## src/rtl/hole_alloc_pkg.sv

```systemverilog
package hole_alloc_pkg;
  typedef enum logic [0:0] {CMD_ALLOC = 1'b0, CMD_FREE = 1'b1} cmd_e;
  typedef enum logic [1:0] {POL_FIRST = 2'd0, POL_BEST = 2'd1, POL_WORST = 2'd2, POL_FIRST2 = 2'd3} pol_e;
  typedef enum logic [1:0] {ST_IDLE = 2'd0, ST_SCAN = 2'd1, ST_DONE = 2'd2} st_e;
endpackage

```

## src/rtl/hole_alloc_table.sv

```systemverilog
module hole_alloc_table #(
  parameter int N        = 4,
  parameter int AW       = 8,
  parameter int SW       = 9,
  parameter int IW       = 2,
  parameter int MEM_SIZE = 240
) (
  input  logic          clk_i,
  input  logic          rst_ni,
  input  logic [IW-1:0] rd_idx_i,
  output logic          rd_valid_o,
  output logic [AW-1:0] rd_base_o,
  output logic [SW-1:0] rd_size_o,
  input  logic          wr_a_en_i,
  input  logic [IW-1:0] wr_a_idx_i,
  input  logic          wr_a_valid_i,
  input  logic [AW-1:0] wr_a_base_i,
  input  logic [SW-1:0] wr_a_size_i,
  input  logic          wr_b_en_i,
  input  logic [IW-1:0] wr_b_idx_i
);
  logic          v_q [N];
  logic [AW-1:0] b_q [N];
  logic [SW-1:0] s_q [N];

  always_ff @(posedge clk_i or negedge rst_ni) begin
    if (!rst_ni) begin
      for (int i = 0; i < N; i++) begin
        v_q[i] <= (i == 0);
        b_q[i] <= '0;
        s_q[i] <= (i == 0) ? SW'(MEM_SIZE) : '0;
      end
    end else begin
      if (wr_a_en_i) begin
        v_q[wr_a_idx_i] <= wr_a_valid_i;
        b_q[wr_a_idx_i] <= wr_a_base_i;
        s_q[wr_a_idx_i] <= wr_a_size_i;
      end
      // port b only retires a slot absorbed by a merge
      if (wr_b_en_i) begin
        v_q[wr_b_idx_i] <= 1'b0;
        s_q[wr_b_idx_i] <= '0;
      end
    end
  end

  assign rd_valid_o = v_q[rd_idx_i];
  assign rd_base_o  = b_q[rd_idx_i];
  assign rd_size_o  = s_q[rd_idx_i];

  for (genvar g = 0; g < N; g++) begin : g_live
    assert_live_nonzero_R11: assert property (@(posedge clk_i) disable iff (!rst_ni)
      v_q[g] |-> s_q[g] != '0);
  end

  assert_ports_disjoint_R9: assert property (@(posedge clk_i) disable iff (!rst_ni)
    (wr_a_en_i && wr_b_en_i) |-> wr_a_idx_i != wr_b_idx_i);
endmodule

```

## src/rtl/hole_alloc_scan.sv

```systemverilog
module hole_alloc_scan
  import hole_alloc_pkg::*;
#(
  parameter int N        = 4,
  parameter int AW       = 8,
  parameter int SW       = 9,
  parameter int IW       = 2,
  parameter int MIN_FRAG = 4
) (
  input  logic          clk_i,
  input  logic          rst_ni,
  input  logic          req_valid_i,
  input  logic          req_cmd_i,
  input  logic [SW-1:0] req_size_i,
  input  logic [AW-1:0] req_base_i,
  input  logic [1:0]    req_pol_i,
  output logic          busy_o,
  output logic [IW-1:0] rd_idx_o,
  input  logic          ent_valid_i,
  input  logic [AW-1:0] ent_base_i,
  input  logic [SW-1:0] ent_size_i,
  output logic          wr_a_en_o,
  output logic [IW-1:0] wr_a_idx_o,
  output logic          wr_a_valid_o,
  output logic [AW-1:0] wr_a_base_o,
  output logic [SW-1:0] wr_a_size_o,
  output logic          wr_b_en_o,
  output logic [IW-1:0] wr_b_idx_o,
  output logic          rsp_valid_o,
  output logic          rsp_fail_o,
  output logic [AW-1:0] rsp_base_o,
  output logic [SW-1:0] rsp_size_o
);
  localparam int EW = SW + 1;

  st_e           st_q;
  logic [IW-1:0] idx_q;
  cmd_e          cmd_q;
  pol_e          pol_q;
  logic [SW-1:0] rsz_q;
  logic [AW-1:0] rbase_q;

  logic          hit_q;
  logic [IW-1:0] hit_idx_q;
  logic [AW-1:0] hit_base_q;
  logic [SW-1:0] hit_size_q;
  logic          prev_q, next_q, empty_q;
  logic [IW-1:0] prev_idx_q, next_idx_q, empty_idx_q;
  logic [AW-1:0] prev_base_q;
  logic [SW-1:0] prev_size_q, next_size_q;

  logic          first_pol, fits, take, is_prev, is_next, last, stop;
  logic [EW-1:0] ent_end, req_end;

  assign first_pol = (pol_q == POL_FIRST) || (pol_q == POL_FIRST2);
  assign fits      = ent_valid_i && (rsz_q != '0) && (ent_size_i >= rsz_q);
  assign take      = fits && (!hit_q ||
                       ((pol_q == POL_BEST)  && (ent_size_i < hit_size_q)) ||
                       ((pol_q == POL_WORST) && (ent_size_i > hit_size_q)));
  assign ent_end   = EW'(ent_base_i) + EW'(ent_size_i);
  assign req_end   = EW'(rbase_q) + EW'(rsz_q);
  assign is_prev   = ent_valid_i && (ent_end == EW'(rbase_q));
  assign is_next   = ent_valid_i && (req_end == EW'(ent_base_i));
  assign last      = (idx_q == IW'(N - 1));
  assign stop      = last || ((cmd_q == CMD_ALLOC) && first_pol && take);

  assign busy_o   = (st_q != ST_IDLE);
  assign rd_idx_o = idx_q;

  // result of the finished walk, written to the table on the edge leaving DONE
  logic          res_fail;
  logic [AW-1:0] res_base;
  logic [SW-1:0] res_size;
  logic [SW-1:0] left;

  always_comb begin
    res_fail     = 1'b0;
    res_base     = '0;
    res_size     = '0;
    left         = hit_size_q - rsz_q;
    wr_a_en_o    = 1'b0;
    wr_a_idx_o   = '0;
    wr_a_valid_o = 1'b0;
    wr_a_base_o  = '0;
    wr_a_size_o  = '0;
    wr_b_en_o    = 1'b0;
    wr_b_idx_o   = '0;
    if (st_q == ST_DONE) begin
      if (cmd_q == CMD_ALLOC) begin
        if (!hit_q) begin
          res_fail = 1'b1;
        end else begin
          res_base   = hit_base_q;
          wr_a_en_o  = 1'b1;
          wr_a_idx_o = hit_idx_q;
          if (left < SW'(MIN_FRAG)) begin
            res_size = hit_size_q;
          end else begin
            res_size     = rsz_q;
            wr_a_valid_o = 1'b1;
            wr_a_base_o  = hit_base_q + AW'(rsz_q);
            wr_a_size_o  = left;
          end
        end
      end else begin
        if (rsz_q == '0) begin
          res_fail = 1'b1;
        end else if (prev_q) begin
          res_base     = prev_base_q;
          res_size     = prev_size_q + rsz_q + (next_q ? next_size_q : '0);
          wr_a_en_o    = 1'b1;
          wr_a_idx_o   = prev_idx_q;
          wr_a_valid_o = 1'b1;
          wr_a_base_o  = prev_base_q;
          wr_a_size_o  = res_size;
          wr_b_en_o    = next_q;
          wr_b_idx_o   = next_idx_q;
        end else if (next_q) begin
          res_base     = rbase_q;
          res_size     = next_size_q + rsz_q;
          wr_a_en_o    = 1'b1;
          wr_a_idx_o   = next_idx_q;
          wr_a_valid_o = 1'b1;
          wr_a_base_o  = rbase_q;
          wr_a_size_o  = res_size;
        end else if (empty_q) begin
          res_base     = rbase_q;
          res_size     = rsz_q;
          wr_a_en_o    = 1'b1;
          wr_a_idx_o   = empty_idx_q;
          wr_a_valid_o = 1'b1;
          wr_a_base_o  = rbase_q;
          wr_a_size_o  = rsz_q;
        end else begin
          res_fail = 1'b1;
        end
      end
    end
  end

  always_ff @(posedge clk_i or negedge rst_ni) begin
    if (!rst_ni) begin
      st_q        <= ST_IDLE;
      idx_q       <= '0;
      cmd_q       <= CMD_ALLOC;
      pol_q       <= POL_FIRST;
      rsz_q       <= '0;
      rbase_q     <= '0;
      hit_q       <= 1'b0;
      hit_idx_q   <= '0;
      hit_base_q  <= '0;
      hit_size_q  <= '0;
      prev_q      <= 1'b0;
      next_q      <= 1'b0;
      empty_q     <= 1'b0;
      prev_idx_q  <= '0;
      next_idx_q  <= '0;
      empty_idx_q <= '0;
      prev_base_q <= '0;
      prev_size_q <= '0;
      next_size_q <= '0;
      rsp_valid_o <= 1'b0;
      rsp_fail_o  <= 1'b0;
      rsp_base_o  <= '0;
      rsp_size_o  <= '0;
    end else begin
      rsp_valid_o <= 1'b0;
      unique case (st_q)
        ST_IDLE: begin
          if (req_valid_i) begin
            st_q    <= ST_SCAN;
            idx_q   <= '0;
            cmd_q   <= cmd_e'(req_cmd_i);
            pol_q   <= pol_e'(req_pol_i);
            rsz_q   <= req_size_i;
            rbase_q <= req_base_i;
            hit_q   <= 1'b0;
            prev_q  <= 1'b0;
            next_q  <= 1'b0;
            empty_q <= 1'b0;
          end
        end
        ST_SCAN: begin
          if (cmd_q == CMD_ALLOC) begin
            if (take) begin
              hit_q      <= 1'b1;
              hit_idx_q  <= idx_q;
              hit_base_q <= ent_base_i;
              hit_size_q <= ent_size_i;
            end
          end else begin
            if (is_prev) begin
              prev_q      <= 1'b1;
              prev_idx_q  <= idx_q;
              prev_base_q <= ent_base_i;
              prev_size_q <= ent_size_i;
            end
            if (is_next) begin
              next_q      <= 1'b1;
              next_idx_q  <= idx_q;
              next_size_q <= ent_size_i;
            end
            if (!ent_valid_i && !empty_q) begin
              empty_q     <= 1'b1;
              empty_idx_q <= idx_q;
            end
          end
          idx_q <= idx_q + 1'b1;
          if (stop) st_q <= ST_DONE;
        end
        ST_DONE: begin
          st_q        <= ST_IDLE;
          rsp_valid_o <= 1'b1;
          rsp_fail_o  <= res_fail;
          rsp_base_o  <= res_base;
          rsp_size_o  <= res_size;
        end
        default: st_q <= ST_IDLE;
      endcase
    end
  end

  assert_grant_covers_req_R7: assert property (@(posedge clk_i) disable iff (!rst_ni)
    (rsp_valid_o && !rsp_fail_o && cmd_q == CMD_ALLOC) |->
      (rsp_size_o >= rsz_q) && ((rsp_size_o - rsz_q) < SW'(MIN_FRAG)));

  assert_first_fit_stops_R4: assert property (@(posedge clk_i) disable iff (!rst_ni)
    (st_q == ST_SCAN && cmd_q == CMD_ALLOC && first_pol) |-> !hit_q);

  assert_fail_no_write_R8: assert property (@(posedge clk_i) disable iff (!rst_ni)
    (rsp_valid_o && rsp_fail_o) |-> $past(!wr_a_en_o && !wr_b_en_o));

  assert_zero_alloc_fails_R8: assert property (@(posedge clk_i) disable iff (!rst_ni)
    (rsp_valid_o && cmd_q == CMD_ALLOC && rsz_q == '0) |-> rsp_fail_o);
endmodule

```

## src/rtl/hole_alloc.sv

```systemverilog
module hole_alloc #(
  parameter int N_HOLES  = 4,
  parameter int ADDR_W   = 8,
  parameter int MEM_SIZE = 240,
  parameter int MIN_FRAG = 4
) (
  input  logic              clk_i,
  input  logic              rst_ni,
  input  logic              req_valid_i,
  input  logic              req_cmd_i,
  input  logic [ADDR_W:0]   req_size_i,
  input  logic [ADDR_W-1:0] req_base_i,
  input  logic [1:0]        req_pol_i,
  output logic              busy_o,
  output logic              rsp_valid_o,
  output logic              rsp_fail_o,
  output logic [ADDR_W-1:0] rsp_base_o,
  output logic [ADDR_W:0]   rsp_size_o
);
  localparam int IW = (N_HOLES > 1) ? $clog2(N_HOLES) : 1;
  localparam int SW = ADDR_W + 1;

  logic [IW-1:0]     rd_idx;
  logic              ent_valid;
  logic [ADDR_W-1:0] ent_base;
  logic [SW-1:0]     ent_size;
  logic              wr_a_en, wr_a_valid, wr_b_en;
  logic [IW-1:0]     wr_a_idx, wr_b_idx;
  logic [ADDR_W-1:0] wr_a_base;
  logic [SW-1:0]     wr_a_size;

  hole_alloc_scan #(
    .N(N_HOLES), .AW(ADDR_W), .SW(SW), .IW(IW), .MIN_FRAG(MIN_FRAG)
  ) u_scan (
    .clk_i        (clk_i),
    .rst_ni       (rst_ni),
    .req_valid_i  (req_valid_i),
    .req_cmd_i    (req_cmd_i),
    .req_size_i   (req_size_i),
    .req_base_i   (req_base_i),
    .req_pol_i    (req_pol_i),
    .busy_o       (busy_o),
    .rd_idx_o     (rd_idx),
    .ent_valid_i  (ent_valid),
    .ent_base_i   (ent_base),
    .ent_size_i   (ent_size),
    .wr_a_en_o    (wr_a_en),
    .wr_a_idx_o   (wr_a_idx),
    .wr_a_valid_o (wr_a_valid),
    .wr_a_base_o  (wr_a_base),
    .wr_a_size_o  (wr_a_size),
    .wr_b_en_o    (wr_b_en),
    .wr_b_idx_o   (wr_b_idx),
    .rsp_valid_o  (rsp_valid_o),
    .rsp_fail_o   (rsp_fail_o),
    .rsp_base_o   (rsp_base_o),
    .rsp_size_o   (rsp_size_o)
  );

  hole_alloc_table #(
    .N(N_HOLES), .AW(ADDR_W), .SW(SW), .IW(IW), .MEM_SIZE(MEM_SIZE)
  ) u_table (
    .clk_i        (clk_i),
    .rst_ni       (rst_ni),
    .rd_idx_i     (rd_idx),
    .rd_valid_o   (ent_valid),
    .rd_base_o    (ent_base),
    .rd_size_o    (ent_size),
    .wr_a_en_i    (wr_a_en),
    .wr_a_idx_i   (wr_a_idx),
    .wr_a_valid_i (wr_a_valid),
    .wr_a_base_i  (wr_a_base),
    .wr_a_size_i  (wr_a_size),
    .wr_b_en_i    (wr_b_en),
    .wr_b_idx_i   (wr_b_idx)
  );

  assert_rsp_ends_busy_R2: assert property (@(posedge clk_i) disable iff (!rst_ni)
    rsp_valid_o |-> ($past(busy_o) && !busy_o));

  assert_rsp_single_R3: assert property (@(posedge clk_i) disable iff (!rst_ni)
    rsp_valid_o |=> !rsp_valid_o);
endmodule

```

## config.mk

```make
export PLATFORM = sky130hd
export DESIGN_NAME = hole_alloc
export DESIGN_NICKNAME = d
export VERILOG_FILES = /design/src/rtl/hole_alloc_pkg.sv /design/src/rtl/hole_alloc_table.sv /design/src/rtl/hole_alloc_scan.sv /design/src/rtl/hole_alloc.sv
export SDC_FILE = /design/constraint.sdc
export NUM_CORES = 1
export LEC_CHECK = 0
export BUFFER_PORTS_ARGS = -buffer_cell sky130_fd_sc_hd__buf_2
export CAP_MARGIN = 40
export CORE_UTILIZATION = 40
export CTS_CLUSTER_DIAMETER = 40
export DETAILED_ROUTE_END_ITERATION = 6
export GPL_ROUTABILITY_DRIVEN = 1
export PLACE_DENSITY = 0.59
export SYNTH_ARGS = -nofsm -noshare
export SYNTH_HDL_FRONTEND = slang
export SYNTH_SLANG_ARGS = --single-unit
```

## constraint.sdc

```tcl
create_clock -name clk_i -period 4.3 [get_ports clk_i]
set_input_delay 0.86 -clock clk_i [delete_from_list [all_inputs] [get_ports clk_i]]
set_output_delay 0.86 -clock clk_i [all_outputs]
set_load 0.01 [all_outputs]
```

# --- Word level (Yosys, flattened, before mapping) ---
# Cells that the tools add are included.
word_totals:
  ff_bits: 170
  inputBits: 23
  out_inout_bits: 20
  elab_cells: 211
classes:
  addsub: 8
  magnitude_cmp: 9
  n_eq_ne: 16
  muxes: 99
  bitwise_logic: 8
  reduce_logical: 36
ops:
  columns: ["cell", "n"]
  rows:
  - ["two-way mux 9 bit", 16]
  - ["two-way mux 8 bit", 13]
  - ["two-way mux 36 bit", 2]
  - ["bitwise AND 36 bit", 1]
  - ["bitwise mux 36 bit", 1]
  - ["demux 9 bit (select 2 bit)", 2]
  - ["NOT 36 bit", 1]
  - ["two-way mux 1 bit", 35]
  - ["bitwise mux 32 bit", 1]
  - ["two-way mux 2 bit", 14]
  - ["adder 9 bit", 3]
  - ["adder 8 x 9 -> 10 bit", 2]
  - ["equality test 10 x 8 -> 1 bit", 2]
  - ["binary-select mux 9 bit (select 2 bit)", 1]
  - ["binary-select mux 8 bit (select 2 bit)", 1]
  - ["demux 8 bit (select 2 bit)", 1]
  - ["AND reduction 4 bit", 4]
  - ["logical AND 1 bit", 12]
  - ["!= test 2 x 1 -> 1 bit (second input constant)", 6]
  - ["AND reduction 3 bit", 4]
  - [">= comparator 3 bit (second input constant)", 3]
  - [">= comparator 9 bit", 1]
  - ["greater-than comparator 9 bit", 1]
  - ["logical NOT 9 bit", 1]
  - ["25 further kinds", 48]

# --- Longest topological paths before layout ---
# Gate-level depths: netlist of the first run.
logic_depth:
  depth_word: 15
  depth_mapped: 16
  depth_no_buf: 13

# --- Cells and area by module ---
# From an unflattened synthesis of the first run, not the netlist that was laid out.
hier_totals:
  cells_unflattened: 1139
  area_unflattened_um2: 10771.6
by_module_without_submodules:
  columns: ["mod", "n_inst", "cells_each", "area_per_inst_um2", "seq_area_each_um2"]
  rows:
  - ["hole_alloc_scan", 1, 799, 7428.4, 2452.4]
  - ["hole_alloc_table", 1, 340, 3343.2, 1808.0]

# --- Worst setup path after synthesis of the first run ---
# OpenSTA, ideal clock, no wires.
synth_timing:
  path_kind: "register -> register"
  from: "register u_scan.idx_q[0], in the netlist u_scan.rd_idx_o[0]"
  to: "register u_scan.prev_base_q[6]"
  setup_time_ns: 0.125
  t_arrival_ns: 3.657
  required_time_ns: 4.175
  slack_ns: 0.519
  path_stages_with_launch: 13
  path_buffers: 4
  synth_period_minus_slack_ns: 3.781
  cell_sequence: "dfrtp_1 > buf_4 > buf_6 > buf_1 > mux4_2 > ha_1 > or4_1 > a21o_1 > or3_1 > mux2i_1 > nand2_2 > buf_4 > mux2_2"
synth_between:
  elab_chain_len: 8
  word_cells_on_any_way: 14
  classes_between: "add/sub: 1; eq/ne: 1; mux: 9; bitwise: 1; reduce/logical: 2"
synth_lines:
  columns: ["element", "line", "text"]
  rows:
  - ["from (decl)", "hole_alloc_scan.sv:37", "logic [IW-1:0] idx_q;"]
  - ["from (signal assigned)", "hole_alloc_scan.sv:208", "idx_q <= idx_q + 1'b1;"]
  - ["NOT 2 -> 3 bit (implied by the code)", "hole_alloc_table.sv:49", "assign rd_size_o = s_q[rd_idx_i];"]
  - ["binary-select mux 9 bit (select 2 bit)", "hole_alloc_table.sv:49", null]
  - ["two-way mux 9 bit (implied by the code) (2 in a row)", "hole_alloc_table.sv:49", null]
  - ["net ent_size[4]", "hole_alloc.sv:26", "logic [SW-1:0] ent_size;"]
  - ["adder 8 x 9 -> 10 bit", "hole_alloc_scan.sv:60", "assign ent_end = EW'(ent_base_i) + EW'(ent_size_i);"]
  - ["equality test 10 x 8 -> 1 bit", "hole_alloc_scan.sv:62", "assign is_prev = ent_valid_i && (ent_end == EW'(rbase_q));"]
  - ["logical AND 1 bit", "hole_alloc_scan.sv:62", null]
  - ["AND reduction 3 bit (no line)", null, null]
  - ["to (signal assigned)", "hole_alloc_scan.sv:195", "prev_base_q <= ent_base_i;"]
  - ["to (decl)", "hole_alloc_scan.sv:49", "logic [AW-1:0] prev_base_q;"]
# The timed path passes the listed nets, and every way through them passes these cells. The select of a mux whose other input is x is not followed.
# A chain may end at the register's enable or synchronous reset.

# --- Worst setup path in the final report of the first run ---
layout_timing:
  from: "register u_scan.rsz_q[1]"
  to: "register u_table.s_q[10] (netlist name)"
layout_between:
  elab_chain_len: 13
  word_cells_on_any_way: 43
  classes_between: "add/sub: 4; order compare: 5; mux: 27; bitwise: 4; reduce/logical: 3"
layout_lines:
  columns: ["element", "line", "text"]
  rows:
  - ["from (decl)", "hole_alloc_scan.sv:40", "logic [SW-1:0] rsz_q;"]
  - ["from (signal assigned)", "hole_alloc_scan.sv:175", "rsz_q <= req_size_i;"]
  - ["branches (longest 12 deep; another with adder 9 bit)", null, null]
  - ["two-way mux 36 bit (*)", "hole_alloc_table.sv:40", "if (wr_b_en_i) begin"]
  - ["to (signal, indexed assignment)", "hole_alloc_table.sv:31", "s_q[i] <= (i == 0) ? SW'(MEM_SIZE) : '0;"]
  - ["to (signal, indexed assignment)", "hole_alloc_table.sv:37", "s_q[wr_a_idx_i] <= wr_a_size_i;"]
  - ["to (decl)", "hole_alloc_table.sv:24", "logic [SW-1:0] s_q [N];"]
# Mark *: on every way between the ends.

==> summary by stage, run 1 <==
STA
The relative max-transition margin is roughly two fifths. The worst path uses ~93% of the clock period. Final hold analysis gives a worst-case slack of approximately 0.41 ns. Across the routed clock network, the largest skew measured is between 0.009 and 0.01 ns. The smallest clock period supported by the final layout is computed as 4.006 ns. The upper clock frequency limit is between 200 and 250 MHz. The hold violation count in the final report came to 0. The number of slew-limit violations in the final report is 0. For the pin with the worst max-slew slack, the measured transition is roughly 0.9 ns. Setup repair after global routing left no endpoint under its margin. After routing, the total negative slack on setup checks comes to 0 ns. Setup violations remaining at the end of the flow were counted as 0.

Yosys
The gate count after technology mapping is between 1,000 and 1,500. The share of synthesized area occupied by flip-flops and latches is approximately 40%. The predominant post-synthesis flop cell is dfrtp_1. The mean area per synthesized cell is 9.964 um^2. The total of flip-flops plus latches after synthesis is 170. The fraction of synthesis flops using an asynchronous set or reset pin is between 90% and 100%. For this run, the number of Yosys warnings is 0.

The count of flip-flops with a built-in enable after synthesis is 0. In this run, distinct cell masters in the synthesized netlist total 69. Synthesis produced a netlist with a net count of about 1,200.

The post-synthesis instance area is 10,600 um^2.

Global route
The number of global-route vias before repair came to ~8,200. The total global routing track utilization is 23.79%. The initial antenna violation count is 0. The largest net degree at the start of global routing is just under 80. The global route total overflow is 0. The first global-routing pass estimated between 40 and 50 mm of wire.

Worst setup path
STA classifies the critical path endpoint as a register. Data on the critical path is required at its endpoint by about 4.6 ns. The worst-path cell with the longest stage delay is nor4_4. The critical path's top delay family is simple AND/OR/NAND/NOR gates. By startpoint and endpoint, the worst setup path is classified as register to register.

STA puts the critical path data arrival time at approximately 4.3 ns. Walking the worst path, the cells encountered are inv_1, ha_1, nand2b_1, a211oi_2, mux2i_1, or4_4, nor4_4, buf_4, o32a_1, a211oi_1. The buffer and inverter count on the worst path is 2. The startpoint type of the worst setup path is a register. The maximum fanout along the worst path is 15. The longest individual stage delay on the worst path is 0.65 ns.

Layout
The final instance count without filler cells is about 1,500. In the final layout, the multi-input gates occupy about 6000 um^2. For this run, the post-layout net count is between 1,000 and 1,500. Cells fill 45.50% of the core in the end. The proportion of layout cells with a drive suffix above 1 is 17.05%.

Fill cells in the final layout number approximately 2,500. Relative to the synthesized area, the layout overhead comes to 11.85%. The number of antenna diodes in the final layout is 0. The register area is ~4300 um^2.

Drt
Routed signal wires occupy layers up through met4. After detailed routing, the number of remaining DRC violations is 0. Dividing the detail-routed wire length by the instance count gives between 20 and 25 um. The routed layout has 8,365 vias. The met3 wire length is approximately 1.6 mm. The ratio of routed vias to standard cells is ~5.7. The detailed router put a total of approximately 14 mm of wire on met1. The number of violations reported at the end of detailed-routing iteration 0 is 714. The routed design uses 14.06 mm of met2 wire. The routed wire length is roughly 30 mm. The detailed-routing iteration count for the pre-antenna-repair pass is 5. Once detail routing completed, the nets flagged for antenna violations numbered 0.

Floorplan
The area of the die is 27,160 um^2. Once the floorplan was initialized, standard cells occupied about two fifths of the core. The number of placement rows is just under 60.

The horizontal die dimension is ~160 um. In this run the vertical extent of the chip is around 160 um. During I/O placement, the number of pins put on the boundary was 43. After floorplanning, the core was sized to cover 26,060 um^2.

Clocking
In this run the deepest clock path goes through 2 buffers. The clock reaches the later pin of the worst-skew pair after roughly 0.44 ns. The H-tree depth reported by CTS is 4. TritonCTS built the clock tree.

The number of gates resized after CTS was 0. The post-CTS setup buffer count is 0. Counting the buffers created by CTS gives 17. The clock sink total is 170. The tree is rooted in a clkbuf_16. The number of buffers inserted for hold repair after clock tree synthesis is 0. The post-CTS clock slew at the launch and capture registers of the worst setup and hold paths is around 0.070 ns.

Power
IR analysis of the VDD net gives a maximum drop of around 280 uV. Power spread over the standard cell area amounts to a little over 600 nW/um^2. For this design the static power due to leakage is 0.005571 uW.

Run status
The flow ran to the end, and the final reports show no timing, DRC or antenna violations.

Placement
The routability congestion estimate is slightly above 0.9. Detailed placement finished with a half-perimeter wire length of between 20 and 25 mm. The total instance count after detailed placement is about 1,400. The number of buffer cells added on primary ports is 42.

Job
The number of max-cap violations is 0.

Worst hold path
The worst hold path belongs to the class primary input to async pin.
-- state kept, by name, indices dropped and copies added (netlist names), 4 cells and up --
register,count
u_scan.prev_size_q,9
u_scan.prev_base_q,8
u_scan.hit_size_q,9
u_table.v_q,4
u_scan.next_size_q,9
u_scan.rbase_q,8
u_scan.rsp_base_o,8
u_table.s_q,36
u_scan.rsz_q,9
u_table.b_q,32
u_scan.rsp_size_o,9
u_scan.hit_base_q,8
-- cells by family after synthesis --
group,synth area share (%)
buffers and inverters,3.576
DFF,40.19
and+or+nand+nor,13.81
AOI/OAI and AO/OA,15.38
xor gates and xnor gates,4.048
adders and majority gates,10.55
muxes,12.45
-- path summary, 6_finish.rpt --
kind | startpoint | end | slack, ns | depth (start not counted)
setup / recovery | u_scan.rsz_q[1] | u_table.s_q[10] | 0.29 | 10
hold / removal | rst_ni | u_table.b_q[15] | 0.41 | 1
setup reg to reg | u_scan.rsz_q[1] | u_table.s_q[10] | 0.29 | 10
hold reg to reg | u_table.b_q[19] | u_table.b_q[19] | 0.48 | 2
max in group asynchronous | rst_ni | u_table.s_q[33] | 2.96 | 2
min in group clk_i | u_table.b_q[19] | u_table.b_q[19] | 0.48 | 2
-- worst reg2reg max path: cells and delay by family, from the launching register on --
family,cells,cell delay [ns]
AND/OR/NAND/NOR,3,1.34
AO/OA/AOI/OAI,3,0.72
buffers and inverters,2,0.69
flip-flops,1,0.63
adder cells (fa/ha/maj),1,0.36
multiplexers,1,0.11
-- cells in the final DEF (no fill, tap or decap), drive strengths merged, types with 12 or more instances in the layout --
master  count
dfrtp     165
nor2      117
nand2     101
buf        77
a21oi      72
ha         67
o21ai      61
mux2       59
inv        45
xnor2      35
a211oi     32
mux2i      25
a21o       23
clkbuf     21
mux4       18
nand3      17
xor2       14
fa         14
nand2b     12
and2       12
-- report_power, final --
group | switching, uW | leakage [uW] | internal [uW]
logic | 1980 | 0.00303 | 1430
registers | 365 | 0.00229 | 1970
clock network | 701 | 0.000254 | 750
total | 3050 | 0.00557 | 4150
-- synth_stat cells (all sizes together) (3+ instances only) --
library cell	number	area [um^2]
o22ai	5	31.28
o21bai	4	30.03
a2111oi	3	45.05
or4	6	48.80
nand2b	12	75.07
o31ai	5	37.54
nand3	17	85.08
nand2	101	381.6
a221oi	4	35.03
a21oi	72	360.4
nor4	8	65.06
dfrtp	165	4129
nor3	11	55.05
mux4	18	405.4
dfstp	5	131.4
mux2	59	664.4
clkbuf	30	113.9
nor2b	10	62.56
xor2	14	122.6
a211oi	32	245.2
mux2i	25	250.2
buf	17	103.9
o211ai	11	82.58
nor3b	9	67.56
a21o	23	172.7
ha	67	838.3
a31oi	4	25.02
fa	14	280.3
or2	4	25.02
nor2	117	441.7
and2	12	75.07
and3	3	18.77
o21ai	61	305.3
inv	41	153.9
xnor2	35	306.5
o21a	9	67.56
-- final cells by class --
| class | count | share of cell area [%] |
|---|---|---|
| sequential | 170 | 35.94 |
| multi-input combinational | 804 | 50.34 |
| clock inverter | 11 | 0.7492 |
| tap | 335 | 3.535 |
| timing repair buffer | 77 | 4.358 |
| inverter | 43 | 1.361 |
| clock buffer | 21 | 3.714 |
-- stage by stage --
step	instance area (um^2)	total power [uW]	worst slack (ns)
floorplan	10600	4636	0.5188
global placement	11320	5705	0.2916
detailed placement	11330	5729	0.1901
CTS	11860	7204	0.1632
global route	11860	7680	0.07912
finish	11860	7199	0.2941
-- layer usage --
layer  track usage [%]  up-vias
met5                 0        -
met4             7.715        0
met3             3.792       49
met2             37.07      244
met1             33.66     4162
li1                  -     3910
Power figures use the tool's default switching activity.
==> inputs of run 2 (changes only) <==
--- a/config.mk
+++ b/config.mk
@@ -5,13 +5,14 @@
 export SDC_FILE = /design/constraint.sdc
 export NUM_CORES = 1
 export LEC_CHECK = 0
-export BUFFER_PORTS_ARGS = -buffer_cell sky130_fd_sc_hd__buf_2
+export ABC_AREA = 1
 export CAP_MARGIN = 40
 export CORE_UTILIZATION = 40
 export CTS_CLUSTER_DIAMETER = 40
 export DETAILED_ROUTE_END_ITERATION = 6
+export DONT_BUFFER_PORTS = 1
 export GPL_ROUTABILITY_DRIVEN = 1
-export PLACE_DENSITY = 0.59
+export PLACE_DENSITY = 0.57
 export SYNTH_ARGS = -nofsm -noshare
 export SYNTH_HDL_FRONTEND = slang
 export SYNTH_SLANG_ARGS = --single-unit
==> run 2 against run 1 <==
Area after synthesis rose by 10%. Hold slack worse by 0.30 ns. Combinational power rose by 65%. Fmax increased by 5.0%. Highest routed layer is now met5. Worst setup slack better by 0.19 ns.
==> summary by stage, run 2 <==
Placement
The placed wire-length estimate after detailed placement was 27.40 mm (was 22.46 mm). The setup slack after placement is 0.5756 ns (was 0.1901 ns). The routability congestion estimate was 0.9333 (was 0.9276). The number of buffer cells added on primary ports came to 0 (was 42).

The post-detailed-placement cell area was 12,040 um^2 (was 11,330 um^2).

Global route
The initial antenna violation count is 1 (was 0). The global-route wire length before repair is 58.62 mm (was 47.89 mm). The largest net degree at the start of global routing was 171 (was 78). The total global routing track utilization was 25.63% (was 23.79%). The number of global-route vias before repair is 10,180 (was 8,193). The global route total overflow is 0 (unchanged).

Worst setup path
The required time reported for the critical path endpoint is 4.69 ns (was 4.58 ns). The critical path's top delay family is buffers and inverters (was simple AND/OR/NAND/NOR gates). The worst reg2reg path endpoint was u_scan.prev_size_q[6] (was u_table.s_q[10]). The minimum setup slack among reg-to-reg paths came to 0.48 ns (was 0.29 ns). The worst-path cell with the longest stage delay is dfrtp_1 (was nor4_4). The critical path depth is 17 (was 10). The startpoint type of the worst setup path is a register (unchanged).

The start point of the critical path was u_scan.rd_idx_o[1] (was u_scan.rsz_q[1]). The type of the worst setup path is register to register (unchanged). The longest individual stage delay on the worst path is 0.57 ns (was 0.65 ns). The launch instance of the worst register-to-register path is u_scan.rd_idx_o[1] (was u_scan.rsz_q[1]). The number of cells on the worst reg-to-reg path came to 17 (was 10). The arrival time at the worst endpoint was 4.21 ns (was 4.29 ns).

The maximum fanout along the worst path is 17 (was 15). Cell Chain, Critical Path: inv_2, buf_4, a21oi_1, a32oi_1, ha_1, a21oi_1, nand2_1, xor2_1, nand3_2, nor2_4, nand2_1, nor2_1, nand2_1, buf_4, nand2_1, nand2_1, inv_1 (was inv_1, ha_1, nand2b_1, a211oi_2, mux2i_1, or4_4, nor4_4, buf_4, o32a_1, a211oi_1). The end of the critical path was u_scan.prev_size_q[6] (was u_table.s_q[10]). Among the stages of the critical path, the cell type that occurs most often is nand2_1. The element type at the critical path end is a register (unchanged). The buffer and inverter count on the worst path was 4 (was 2).

Drt
The detailed-routing iteration count for the pre-antenna-repair pass is 6 (was 5). The number of violations reported at the end of detailed-routing iteration 0 is 991 (was 714). The ratio of routed vias to standard cells is 5.265 (was 5.726). The final routed wire length divided by cell count is 18.50 um (was 21.11 um). The number of nets with antenna violations after routing is 0 (unchanged). The number of vias after detailed routing is 10,630 (was 8,365). The routed wire length is 37.36 mm (was 30.84 mm). The DRC violation count after routing is 0 (unchanged).

Power
The total power density per cell area is 782.6 nW/um^2 (was 607.1 nW/um^2). The worst supply voltage drop on vdd is 438.9 uV (was 275.3 uV). The cell leakage power is 0.006811 uW (was 0.005571 uW).

Yosys
The count of yosys warnings during synthesis is 0 (unchanged). Top cells by area in the synthesized netlist: dfrtp_1, nand2_1, ha_1 (was dfrtp_1, ha_1, mux2_2). The mean area per synthesized cell is 7.150 um^2 (was 9.964 um^2). Top cells by instance count after synthesis: nand2_1, inv_1, dfrtp_1, nand3_1, a21oi_1 (was dfrtp_1, nor2_1, nand2_1, a21oi_1, ha_1). The number of distinct library cells after synthesis is 49 (was 69). The post-synthesis net count came to 1,737 (was 1,168). The count of flip-flops with a built-in enable after synthesis is 0 (unchanged). The share of synthesized area occupied by flip-flops and latches is 36.49% (was 40.19%). The most instantiated library cell after synthesis is nand2_1 (was dfrtp_1). The gate count after technology mapping is 1,633 (was 1,064). The library cell occupying the most area in the post-synthesis netlist is dfrtp_1 (unchanged).

The predominant post-synthesis flop cell is dfrtp_1 (unchanged). The total of flip-flops plus latches after synthesis was 170 (unchanged). The fraction of synthesized cell area taken by the top area cell type is 35.36% (was 38.95%). The fraction of synthesis flops using an asynchronous set or reset pin is 100.0% (unchanged).

The post-synthesis instance area came to 11,680 um^2 (was 10,600 um^2).

STA
The setup slack of the critical path after layout is 0.4836 ns (was 0.2941 ns). The setup clock skew after layout was 0.01526 ns (was 0.009372 ns). The actual transition at the worst max-transition pin came to 0.9106 ns (was 0.8777 ns).

Setup repair after global routing missed its margin: false (unchanged). The upper clock frequency limit came to 262.0 MHz (was 249.6 MHz). The relative max-transition margin is 39.30% (was 41.27%). The sum of negative setup slack is 0 ns (unchanged). The number of slew-limit violations in the final report is 0 (unchanged). The total setup violations reported at the end of the flow is 0 (unchanged).

The final period utilization is 88.75% (was 93.16%). The final critical delay including setup and external delays is 3.816 ns (was 4.006 ns). The hold violation count in the final report was 0 (unchanged). The post-route worst hold slack is 0.1021 ns (was 0.4070 ns).

Floorplan
The horizontal die dimension is 172.9 um (was 164.8 um). The area of the die was 29,880 um^2 (was 27,160 um^2). The top-level port count was 43 (unchanged). The number of placement rows came to 62 (was 59). The starting utilization of the core area is 40.68% (about the same). The die height was 172.9 um (was 164.8 um). The area of the placeable core is 28,700 um^2 (was 26,060 um^2).

Layout
Commonest cells after routing, fill and taps aside: nand2_1, inv_1, dfrtp_1 (was dfrtp_1, nor2_1, nand2_1). The final antenna diode count came to 0 (unchanged). The layout-stage area growth over the synthesis result came to 8.198% (was 11.85%). The net count of the finished layout is 1,726 (was 1,217). The flip-flop count of the largest register after layout came to 36 (unchanged). The summed area of non-filler cells in the final layout is 12,630 um^2 (was 11,860 um^2). The most frequent standard cell in the layout excluding fill and tap cells is nand2_1 (was dfrtp_1). The top register by number of flip-flops is u_table.s_q (unchanged). The proportion of layout cells with a drive suffix above 1 was 6.789% (was 17.05%).

Largest registers: u_table.s_q x36, u_table.b_q x32 (unchanged).

Clocking
The insertion delay to the later sink of the worst-skew pair is 0.46 ns (was 0.44 ns). The number of gates resized after CTS was 0 (unchanged). The H-tree depth reported by CTS is 4 (unchanged).

The maximum clock insertion buffer count came to 2 (unchanged). The root cell of the clock tree is clkbuf_16 (unchanged). The clock sink total is 170 (unchanged). The TritonCTS clock tree is built (unchanged).

The post-CTS clock slew at the launch and capture registers of the worst setup and hold paths was 0.08 ns (was 0.07 ns). The number of buffers inserted for hold repair after clock tree synthesis was 0 (unchanged). The CTS buffer count is 17 (unchanged). The post-CTS setup buffer count is 0 (unchanged).

Job
The number of max-cap violations is 0 (unchanged).

Worst hold path
The type of the most critical hold path is primary input to async pin (unchanged).

Run status
Run status: finished clean (unchanged).
==> run 2: stage by stage <==
stage	utilization, %	power, uW	instances
finish	44.01	9887	2019
global route	44.01	10700	2019
CTS	44.01	9847	2019
detailed placement	41.95	8189	1987
global placement	41.95	8166	1987
floorplan	-	6540	1633
==> run 2: report_power, final <==
group          total, uW  switching [uW]  internal (uW)
registers           2620             517           2100
logic               5660            3770           1890
clock network       1610             739            872
==> run 2: area by class of cell <==
cell class | count | area (um^2)
Tap cell | 384 | 480.5
Clock buffer | 18 | 429.2
Clock inverter | 14 | 163.9
Fill cell | 3032 | 16070
Inverter | 235 | 885.9
Timing Repair Buffer | 25 | 187.7
Sequential cell | 170 | 4260
Multi-Input combinational cell | 1173 | 6226
==> run 2: cells by family after synthesis <==
logic type / count (synthesis) / share of synthesized area [%]
fa+ha+maj: 81 / 9.580
xor+xnor: 24 / 1.918
compound gates: 252 / 11.82
simple gates: 816 / 29.98
buf+inv: 290 / 10.21
flops: 170 / 36.49
==> run 2: worst min-delay path by stage <==
stage / startpoint / to / depth (start not counted)
CTS: rst_ni / u_scan.rbase_q[3] / 0
global placement: u_table.b_q[26] / u_table.b_q[26] / 2
floorplan: u_table.b_q[16] / u_table.b_q[16] / 2
finish: rst_ni / u_scan.rbase_q[3] / 0
detailed placement: u_table.b_q[14] / u_table.b_q[14] / 2
global route: rst_ni / u_scan.rbase_q[3] / 0
==> run 2: routing by layer <==
layer | vias to the layer above | global-route usage [%] | wire (um) | part of all wire, %
met5 | - | 0 | 17 | 0.046
met4 | 2 | 8.850 | 1071 | 2.9
met3 | 67 | 4.837 | 2384 | 6.4
met2 | 361 | 38.76 | 16110 | 43
met1 | 4986 | 36.58 | 17770 | 48
li1 | 5214 | - | - | -
==> inputs of run 3 (changes only) <==
--- a/config.mk
+++ b/config.mk
@@ -7,12 +7,12 @@
 export LEC_CHECK = 0
 export ABC_AREA = 1
 export CAP_MARGIN = 40
-export CORE_UTILIZATION = 40
+export CORE_UTILIZATION = 50
 export CTS_CLUSTER_DIAMETER = 40
 export DETAILED_ROUTE_END_ITERATION = 6
 export DONT_BUFFER_PORTS = 1
 export GPL_ROUTABILITY_DRIVEN = 1
-export PLACE_DENSITY = 0.57
+export PLACE_DENSITY = 0.68
 export SYNTH_ARGS = -nofsm -noshare
 export SYNTH_HDL_FRONTEND = slang
 export SYNTH_SLANG_ARGS = --single-unit
==> constraint.sdc (replaced) <==
create_clock -name clk_i -period 4.6 [get_ports clk_i]
set_input_delay 0.92 -clock clk_i [delete_from_list [all_inputs] [get_ports clk_i]]
set_output_delay 0.92 -clock clk_i [all_outputs]
set_load 0.01 [all_outputs]
==> run 3 against run 2 <==
Global-route usage increased by 5.4 points. First-iteration DRC count rose by 0.91%. Register-to-register slack improved by 0.40 ns.
==> summary by stage, run 3 (synthesis gave the netlist of run 2 again) <==
Run status
Run status: finished clean (unchanged).

Clocking
The post-CTS setup buffer count came to 0 (unchanged). The CTS buffer count is 17 (unchanged). The post-CTS clock slew at the launch and capture registers of the worst setup and hold paths was 0.08 ns (about the same). The number of buffers inserted for hold repair after clock tree synthesis is 0 (unchanged). The clock sink total is 170 (unchanged). The root cell of the clock tree is clkbuf_16 (unchanged). The TritonCTS clock tree is built (unchanged). The H-tree depth reported by CTS is 4 (unchanged). The insertion delay to the later sink of the worst-skew pair is 0.46 ns (about the same). The number of gates resized after CTS is 0 (unchanged). The maximum clock insertion buffer count is 2 (unchanged).

Worst setup path
The worst reg2reg path endpoint was u_scan.hit_base_q[7] (was u_scan.prev_size_q[6]). The start point of the critical path is u_scan.rd_idx_o[0] (was u_scan.rd_idx_o[1]). The startpoint type of the worst setup path is a register (unchanged).

The launch instance of the worst register-to-register path is u_scan.rd_idx_o[0] (was u_scan.rd_idx_o[1]). The number of cells on the worst reg-to-reg path is 14 (was 17). The maximum fanout along the worst path came to 30 (was 17).

The arrival time at the worst endpoint is 4.03 ns (was 4.21 ns). The type of the worst setup path is register to register (unchanged). The element type at the critical path end is a register (unchanged).

The required time reported for the critical path endpoint is 4.91 ns (was 4.69 ns). The minimum setup slack among reg-to-reg paths is 0.89 ns (was 0.48 ns).

Power
The total power density per cell area was 736.6 nW/um^2 (was 782.6 nW/um^2). The cell leakage power is 0.006787 uW (was 0.006811 uW). The worst supply voltage drop on vdd was 240.7 uV (was 438.9 uV). The overall power of the completed layout is 9219 uW (was 9887 uW).

Layout
The count of filler cells inserted in the layout was 2,197 (was 3,032). The register area is 4260 um^2 (unchanged). The area of combinational cells with multiple inputs is 6223 um^2 (was 6226 um^2). The final core area utilization came to 54.95% (was 44.01%). The proportion of layout cells with a drive suffix above 1 is 6.215% (was 6.789%). Largest registers: u_table.s_q x36, u_table.b_q x32 (unchanged). Commonest cells after routing, fill and taps aside: nand2_1, inv_1, dfrtp_1 (unchanged).

The top register by number of flip-flops is u_table.s_q (unchanged). The flip-flop count of the largest register after layout was 36 (unchanged). The net count of the finished layout is 1,716 (was 1,726).

The most frequent standard cell in the layout excluding fill and tap cells is nand2_1 (unchanged). The final antenna diode count was 0 (unchanged). The layout-stage area growth over the synthesis result was 7.191% (was 8.198%).

Job
The number of max-cap violations is 0 (unchanged).

Global route
The initial antenna violation count was 0 (was 1). The largest net degree at the start of global routing came to 171 (unchanged). The number of global-route vias before repair was 10,110 (was 10,180). The global-route wire length before repair was 56.44 mm (was 58.62 mm). The global route total overflow was 0 (unchanged). The total global routing track utilization is 31.08% (was 25.63%).

STA
The setup slack of the critical path after layout is 0.8851 ns (was 0.4836 ns). The setup clock skew after layout is 0.02013 ns (was 0.01526 ns). The sum of negative setup slack is 0 ns (unchanged). The total setup violations reported at the end of the flow is 0 (unchanged). The actual transition at the worst max-transition pin is 0.7635 ns (was 0.9106 ns).

The hold violation count in the final report is 0 (unchanged). The final period utilization was 80.76% (was 88.75%). The upper clock frequency limit came to 269.2 MHz (was 262.0 MHz). Setup repair after global routing missed its margin: false (unchanged). The relative max-transition margin is 48.91% (was 39.30%). The final critical delay including setup and external delays came to 3.715 ns (was 3.816 ns). The number of slew-limit violations in the final report is 0 (unchanged).

Worst hold path
The type of the most critical hold path is primary input to async pin (unchanged).

Floorplan
The area of the placeable core came to 22,780 um^2 (was 28,700 um^2). The die height is 154.8 um (was 172.9 um). The starting utilization of the core area was 51.26% (was 40.68%). The area of the die is 23,970 um^2 (was 29,880 um^2). The horizontal die dimension is 154.8 um (was 172.9 um). The top-level port count came to 43 (unchanged).

The number of placement rows is 55 (was 62).

Placement
The routability congestion estimate is 0.9798 (was 0.9333). The placed wire-length estimate after detailed placement is 26.20 mm (was 27.40 mm). The number of buffer cells added on primary ports is 0 (unchanged). The setup slack after placement is 0.9887 ns (was 0.5756 ns).

Drt
The final routed wire length divided by cell count came to 18.65 um (was 18.50 um). The number of nets with antenna violations after routing is 0 (unchanged). The detailed-routing iteration count for the pre-antenna-repair pass is 6 (unchanged). The ratio of routed vias to standard cells is 5.623 (was 5.265). The number of violations reported at the end of detailed-routing iteration 0 is 1,000 (was 991). The number of vias after detailed routing is 10,900 (was 10,630). The routed wire length came to 36.15 mm (was 37.36 mm). The DRC violation count after routing was 0 (unchanged).
-- run 3: layout make-up --
class	count	area share (%)
Sequential cell	170	34.04
Clock inverter	15	1.630
Clock buffer	17	3.399
Multi-Input combinational cell	1173	49.72
Timing Repair Buffer	15	0.9997
Inverter	235	7.078
Tap cell	313	3.129
-- run 3: how the worst max path moves through the flow --
stage / cells past startpoint / endpoint / slack (ns)
5_1_grt: 13 / u_scan.hit_base_q[3] / 0.55
3_5_place_dp: 13 / u_scan.hit_base_q[3] / 0.99
3_3_place_gp: 14 / u_scan.prev_size_q[8] / 1.04
4_1_cts: 14 / u_scan.hit_idx_q[0] / 0.96
6_report: 14 / u_scan.hit_base_q[7] / 0.89
2_1_floorplan: 17 / u_scan.prev_size_q[0] / 1.53
-- run 3: critical path, stage by stage, from the launching register on --
cell     delay (ns)
dfrtp_1        0.41
inv_2          0.46
nand2_1        0.10
a32oi_1        0.57
ha_1           0.27
nand2_1        0.08
o21ai_0        0.18
nand2_1        0.10
nand3_1        0.08
nand3_1        0.06
nand3_1        0.10
nand4_1        0.59
buf_12         0.41
nand2_1        0.07
o21ai_0        0.08
-- run 3: where the power goes --
| part | total [uW] | internal, uW | switching, uW |
|---|---|---|---|
| Sequential | 2480 | 1960 | 515 |
| Combinational | 5210 | 1730 | 3480 |
| Clock | 1530 | 753 | 779 |
-- run 3: stage by stage --
stage	cell area, um^2	cells	hold slack [ns]
floorplan	11680	1633	0.4494
global route	12520	1938	0.1426
CTS	12520	1938	0.1471
detailed placement	11890	1906	0.4657
global placement	11890	1906	0.4622
finish	12520	1938	0.1650
-- run 3: per-layer routing --
metal | vias up | share of wire (%) | track usage [%]
li1 | 5183 | - | -
met1 | 5204 | 44 | 43.20
met2 | 437 | 45 | 47.64
met3 | 73 | 7.9 | 6.641
met4 | 0 | 3.0 | 11.41
met5 | - | 0 | 0
